[src/rtl/sdram_cmd_tracker.sv]
module sdram_cmd_tracker #(
  parameter int NUM_BANKS  = 8,
  parameter int ADDR_W     = 15,
  parameter int ACCESS_CYC = 4
) (
  input  logic                         clk,
  input  logic                         rst_n,
  input  logic                         cke,
  input  logic                         cs_n,
  input  logic                         ras_n,
  input  logic                         cas_n,
  input  logic                         we_n,
  input  logic [$clog2(NUM_BANKS)-1:0] ba,
  input  logic [ADDR_W-1:0]            addr,
  input  logic                         odt_in,
  output logic [2:0]                   cmd_o,
  output logic                         auto_pre_o,
  output logic                         chop_o,
  output logic [ADDR_W-1:0]            access_row_o,
  output logic                         proto_err_o,
  output logic                         cke_err_o,
  output logic [NUM_BANKS-1:0]         bank_open_o,
  output logic [1:0]                   pwr_state_o,
  output logic                         tdqs_en_o,
  output logic                         odt_en_o
);
  localparam int CNT_W = $clog2(ACCESS_CYC + 1);

  localparam logic [2:0] C_MRS = 3'd0, C_REF = 3'd1, C_PRE = 3'd2, C_ACT = 3'd3,
                         C_WR  = 3'd4, C_RD  = 3'd5, C_NOP = 3'd7;
  localparam logic [1:0] P_ACT = 2'd0, P_PPD = 2'd1, P_APD = 2'd2, P_SR = 2'd3;

  logic [ADDR_W-1:0] rows [NUM_BANKS];
  logic [CNT_W-1:0]  busy_q;
  logic [2:0]        mr1_rtt;
  logic [1:0]        mr2_rtt;

  wire [2:0] op       = cs_n ? C_NOP : {ras_n, cas_n, we_n};
  wire       awake    = pwr_state_o == P_ACT;
  wire [2:0] exec     = (cke && awake) ? op : C_NOP;
  wire       tgt_open = bank_open_o[ba];
  wire       is_acc   = exec == C_RD || exec == C_WR;
  wire       acc_ok   = is_acc && tgt_open;
  wire       bad_cmd  = (is_acc && !tgt_open) || (exec == C_ACT && tgt_open);
  wire       drop     = awake && !cke;
  wire       enter_sr = drop && op == C_REF;
  wire       bad_drop = drop && (busy_q != '0 || op == C_RD || op == C_WR);
  wire       rtt_on   = (mr1_rtt != '0) || (mr2_rtt != '0);

  always_ff @(posedge clk or negedge rst_n) begin
    if (!rst_n) begin
      cmd_o        <= C_NOP;
      auto_pre_o   <= 1'b0;
      chop_o       <= 1'b0;
      access_row_o <= '0;
      proto_err_o  <= 1'b0;
      cke_err_o    <= 1'b0;
      bank_open_o  <= '0;
      pwr_state_o  <= P_ACT;
      tdqs_en_o    <= 1'b0;
      odt_en_o     <= 1'b0;
      busy_q       <= '0;
      mr1_rtt      <= '0;
      mr2_rtt      <= '0;
      for (int i = 0; i < NUM_BANKS; i++) rows[i] <= '0;
    end else begin
      cmd_o       <= enter_sr ? C_REF : exec;
      auto_pre_o  <= acc_ok && addr[10];
      chop_o      <= acc_ok && !addr[12];
      proto_err_o <= bad_cmd;
      cke_err_o   <= bad_drop;
      odt_en_o    <= odt_in && rtt_on;

      if (acc_ok) begin
        access_row_o <= rows[ba];
        busy_q       <= CNT_W'(ACCESS_CYC);
      end else if (busy_q != '0) begin
        busy_q <= busy_q - 1'b1;
      end

      case (exec)
        C_ACT: if (!tgt_open) begin
          bank_open_o[ba] <= 1'b1;
          rows[ba]        <= addr;
        end
        C_PRE: if (addr[10]) bank_open_o <= '0;
               else          bank_open_o[ba] <= 1'b0;
        C_RD, C_WR: if (acc_ok && addr[10]) bank_open_o[ba] <= 1'b0;
        C_MRS: begin
          if (ba[1:0] == 2'd1) begin
            tdqs_en_o <= addr[11];
            mr1_rtt   <= {addr[9], addr[6], addr[2]};
          end
          if (ba[1:0] == 2'd2) mr2_rtt <= addr[10:9];
        end
        default: ;
      endcase

      case (pwr_state_o)
        P_ACT: if (!cke) pwr_state_o <= enter_sr ? P_SR :
                                        (bank_open_o != '0) ? P_APD : P_PPD;
        default: if (cke) pwr_state_o <= P_ACT;
      endcase
    end
  end
endmodule


[config.mk]
export PLATFORM = sky130hd
export DESIGN_NAME = sdram_cmd_tracker
export DESIGN_NICKNAME = d
export VERILOG_FILES = /design/src/rtl/sdram_cmd_tracker.sv
export SDC_FILE = /design/constraint.sdc
export NUM_CORES = 1
export LEC_CHECK = 0
export ABC_AREA = 1
export CORE_MARGIN = 1
export CORE_UTILIZATION = 40
export CTS_CLUSTER_SIZE = 25
export DETAILED_ROUTE_END_ITERATION = 8
export PLACE_DENSITY_LB_ADDON = 0.12
export SYNTH_ARGS = -nofsm -noshare
export SYNTH_HDL_FRONTEND = slang
export SYNTH_SLANG_ARGS = --single-unit
export TNS_END_PERCENT = 30
[constraint.sdc]
create_clock -name clk -period 6.29 [get_ports clk]
set_clock_uncertainty 0.1 [all_clocks]
set_input_delay 1.5725 -clock clk [delete_from_list [all_inputs] [get_ports clk]]
set_output_delay 1.5725 -clock clk [all_outputs]
set_load 0.05 [all_outputs]
==> metrics.csv <==
metric;value;unit
outcome;complete, no violations;
Max H-tree Level;4;
clk_lat worst skew;440;ps
period utilisation layout;68.4;%
CP Buf/Inv Count;2;
critical path peak fanout;50;
Syn Std Cell Area;7590;um2
Layout Nets;987;
gr usage total;23.1;%
CP Class;in -> reg;
cells after synthesis;920;
Final Slew Violations;0;
TritonCTS Sinks;162;
post-cts resize count;0;
Root Driver;clkbuf_16;
TritonCTS clock tree;built;
vias in the first global route;5882;
Pre-antenna DRT Iters;4;
DIE HEIGHT;140;um
Post-DRT Antenna Nets;0;
crit end category;flop;
post-synth top area cell;dfrtp_1;
min-delay src;access_row_o[7]$_DFFE_PN0N_;
Critical Path RT;6520;ps
PwrDens;357;nW/um2
via count;6293;
worst setup path start;ba[0];
peak supply drop;166;uV
most common cell after layout, fill and taps aside;nand2_1;
Crit Reg-Reg Startpoint;pwr_state_o[1]$_DFFE_PN0P_;
postcts setup bufs;0;
endpoints failing hold;0;
fin crit period;4300;ps
Port Buf Inserts;59;
actual slew at the worst max-slew pin;1060;ps
largest stage delay on the critical path;940;ps
Initial Util;41.5;%
Critical Path, Cell by Cell;clkdlybuf4s50_1, inv_2, nand2_1, nand2_1, nand2_1, nand2_1, nor2_4, nand2_4, nor2_2, nand2_1, o21a_1;
first-pass GRT wire length;34100;um
Layout Utilization;48.6;%
drc violations;0;
Synth Net Count;950;
cts bufs inserted;17;
Finish-stage setup viols;0;
syn avg cell area;8.25;um2
cell family with the largest share of critical-path delay;simple AND/OR/NAND/NOR gates;
Synth Warn #;0;
Max transition margin;29.2;%
top area cells in the synthesized netlist;dfrtp_1 (52%), nand2_1 (14%), o21ai_0 (7.3%);
Worst path depth;11;
Hold Path Class;reg -> reg;
highest routed layer;met4;
GRT overflow;0;
full die area;19500;um2
Post-Layout Cell Count;1199;
DP Cell Count;1167;
crit path DAT;4530;ps
number of DRC markers in iteration 0;509;
antenna violations before repair;0;
# fillers;1837;
routability congestion estimate;0.850;
I/O pin cnt;60;
Synth Register Bits;162;
final total negative setup slack;0;ps
sequential fraction of the synthesis area;53.5;%
DR WL/cell;17.7;um
Synth top area share;52.4;%
share of cells above drive strength 1;6.29;%
post-DP HPWL;13800;um
Core ar.;18300;um2
largest net degree at the start of global routing;60;
unrepaired setup endpoints after global routing;false;
fmax;233;MHz
row count;49;
Hold Path Cell Cnt;2;
startpoint types;primary input;
slowest stage cell, crit path;nor2_2;
maximum clock path buffer count;2;
synth unique cells;32;
hold_buf cts;0;
met3 WL;1030;um
DR vias/cell;5.25;
area of the multi-input gates;2850;um2
WL met1;10700;um
WL met2;9160;um
diode count;0;
Clock transition at path regs;70;ps
LEAKAGE;4.35;nW
most frequent cells in the layout;nand2_1 (286), dfrtp_1 (159), inv_1 (111), o21ai_0 (111), clkdlybuf4s50_1 (58);
Die X;140;um
area delta synth->final;17.0;%
maxcap violations;0;
Most common cell on crit path;nand2_1;
drt total wl;21200;um
Register Area;4060;um2
R2R cell count;10;
-- where the power goes --
| group | switching, mW | internal, mW | leakage (nW) |
|---|---|---|---|
| clock | 0.454 | 0.590 | 0.278 |
| combinational | 0.530 | 0.275 | 2.11 |
| sequential | 0.0985 | 1.22 | 1.96 |
-- cell type report --
type	count	area share [%]
clock inverters	14	1.73
flip-flops and latches	162	45.7
multi-input cells	591	32.1
well taps	229	3.23
clock buffers	18	4.84
inverters	116	4.91
repair buffers	69	7.51
-- cell families (layout without fill, tap and decap cells) --
logic type      after synthesis  in the layout  share of synthesized area, %
compound gates              201            201                          15.6
xor+xnor                      1              1                         0.115
fa+ha+maj                     4              4                         0.660
simple gates                385            385                          21.2
buf+inv                     167            217                          9.02
flops                       162            162                          53.5
-- sequential cells by signal, indices dropped and copies added (netlist names), 2 cells and up --
register and flops:
rows 120, access_row_o 15, bank_open_o 8, busy_q 3, cmd_o 3, mr1_rtt 3, mr2_rtt 2, pwr_state_o 2
-- worst paths after layout --
| kind | to | slack, ps |
|---|---|---|
| max | rows[6]$_DFFE_PN0P_ | 1990 |
| min | access_row_o[7]$_DFFE_PN0N_ | 380 |
| min in group asynchronous | mr2_rtt[1]$_DFFE_PN0P_ | 950 |
| max reg2reg | rows[6]$_DFFE_PN0P_ | 3130 |
| min reg2reg | access_row_o[7]$_DFFE_PN0N_ | 380 |
| max in group asynchronous | rows[15]$_DFFE_PN0P_ | 3980 |
-- cell usage after synthesis --
library cell	n
clkbuf_2	2
nand2_4	1
or4_1	1
o211ai_1	6
nand4_1	14
inv_1	111
nor2_4	5
buf_2	20
nand3b_1	1
ha_1	4
nor2_2	5
clkinv_1	2
o21ai_1	8
o21a_1	25
dfrtp_1	159
clkbuf_1	23
nand3_1	39
o22ai_1	17
buf_4	4
o21ai_0	111
dfstp_2	3
xnor2_1	1
a21boi_0	1
a21oi_1	4
nand2_1	286
a22oi_1	28
inv_2	3
o31ai_1	1
nor2_1	25
nand2_2	1
buf_6	2
nor3_1	7
-- layer usage --
metal | track usage, % | up-vias
met1 | 34.2 | 3066
met4 | 7.00 | 0
met2 | 33.9 | 160
met3 | 4.61 | 26
met5 | 0 | -
li1 | - | 3041
-- worst register-to-register path, delay by kind of cell (launching register included) --
kind / cells / cell delay [ps]
AO/OA/AOI/OAI: 1 / 150
adder cells (fa/ha/maj): 1 / 180
AND/OR/NAND/NOR: 8 / 2230
flip-flops: 1 / 400
-- metrics by stage --
| stage | power, mW | area (um2) | hold WS [ps] | worst slack, ps |
|---|---|---|---|---|
| 3_3_place_gp | 2.14 | 8290 | 366 | 1580 |
| 5_1_grt | 3.32 | 8880 | 405 | 1590 |
| 3_5_place_dp | 2.15 | 8290 | 365 | 1540 |
| 2_1_floorplan | 1.86 | 7590 | 345 | 3250 |
| 6_report | 3.17 | 8880 | 377 | 1990 |
| 4_1_cts | 3.19 | 8880 | 384 | 2000 |
Note: power is estimated with default switching activity, not from simulation.
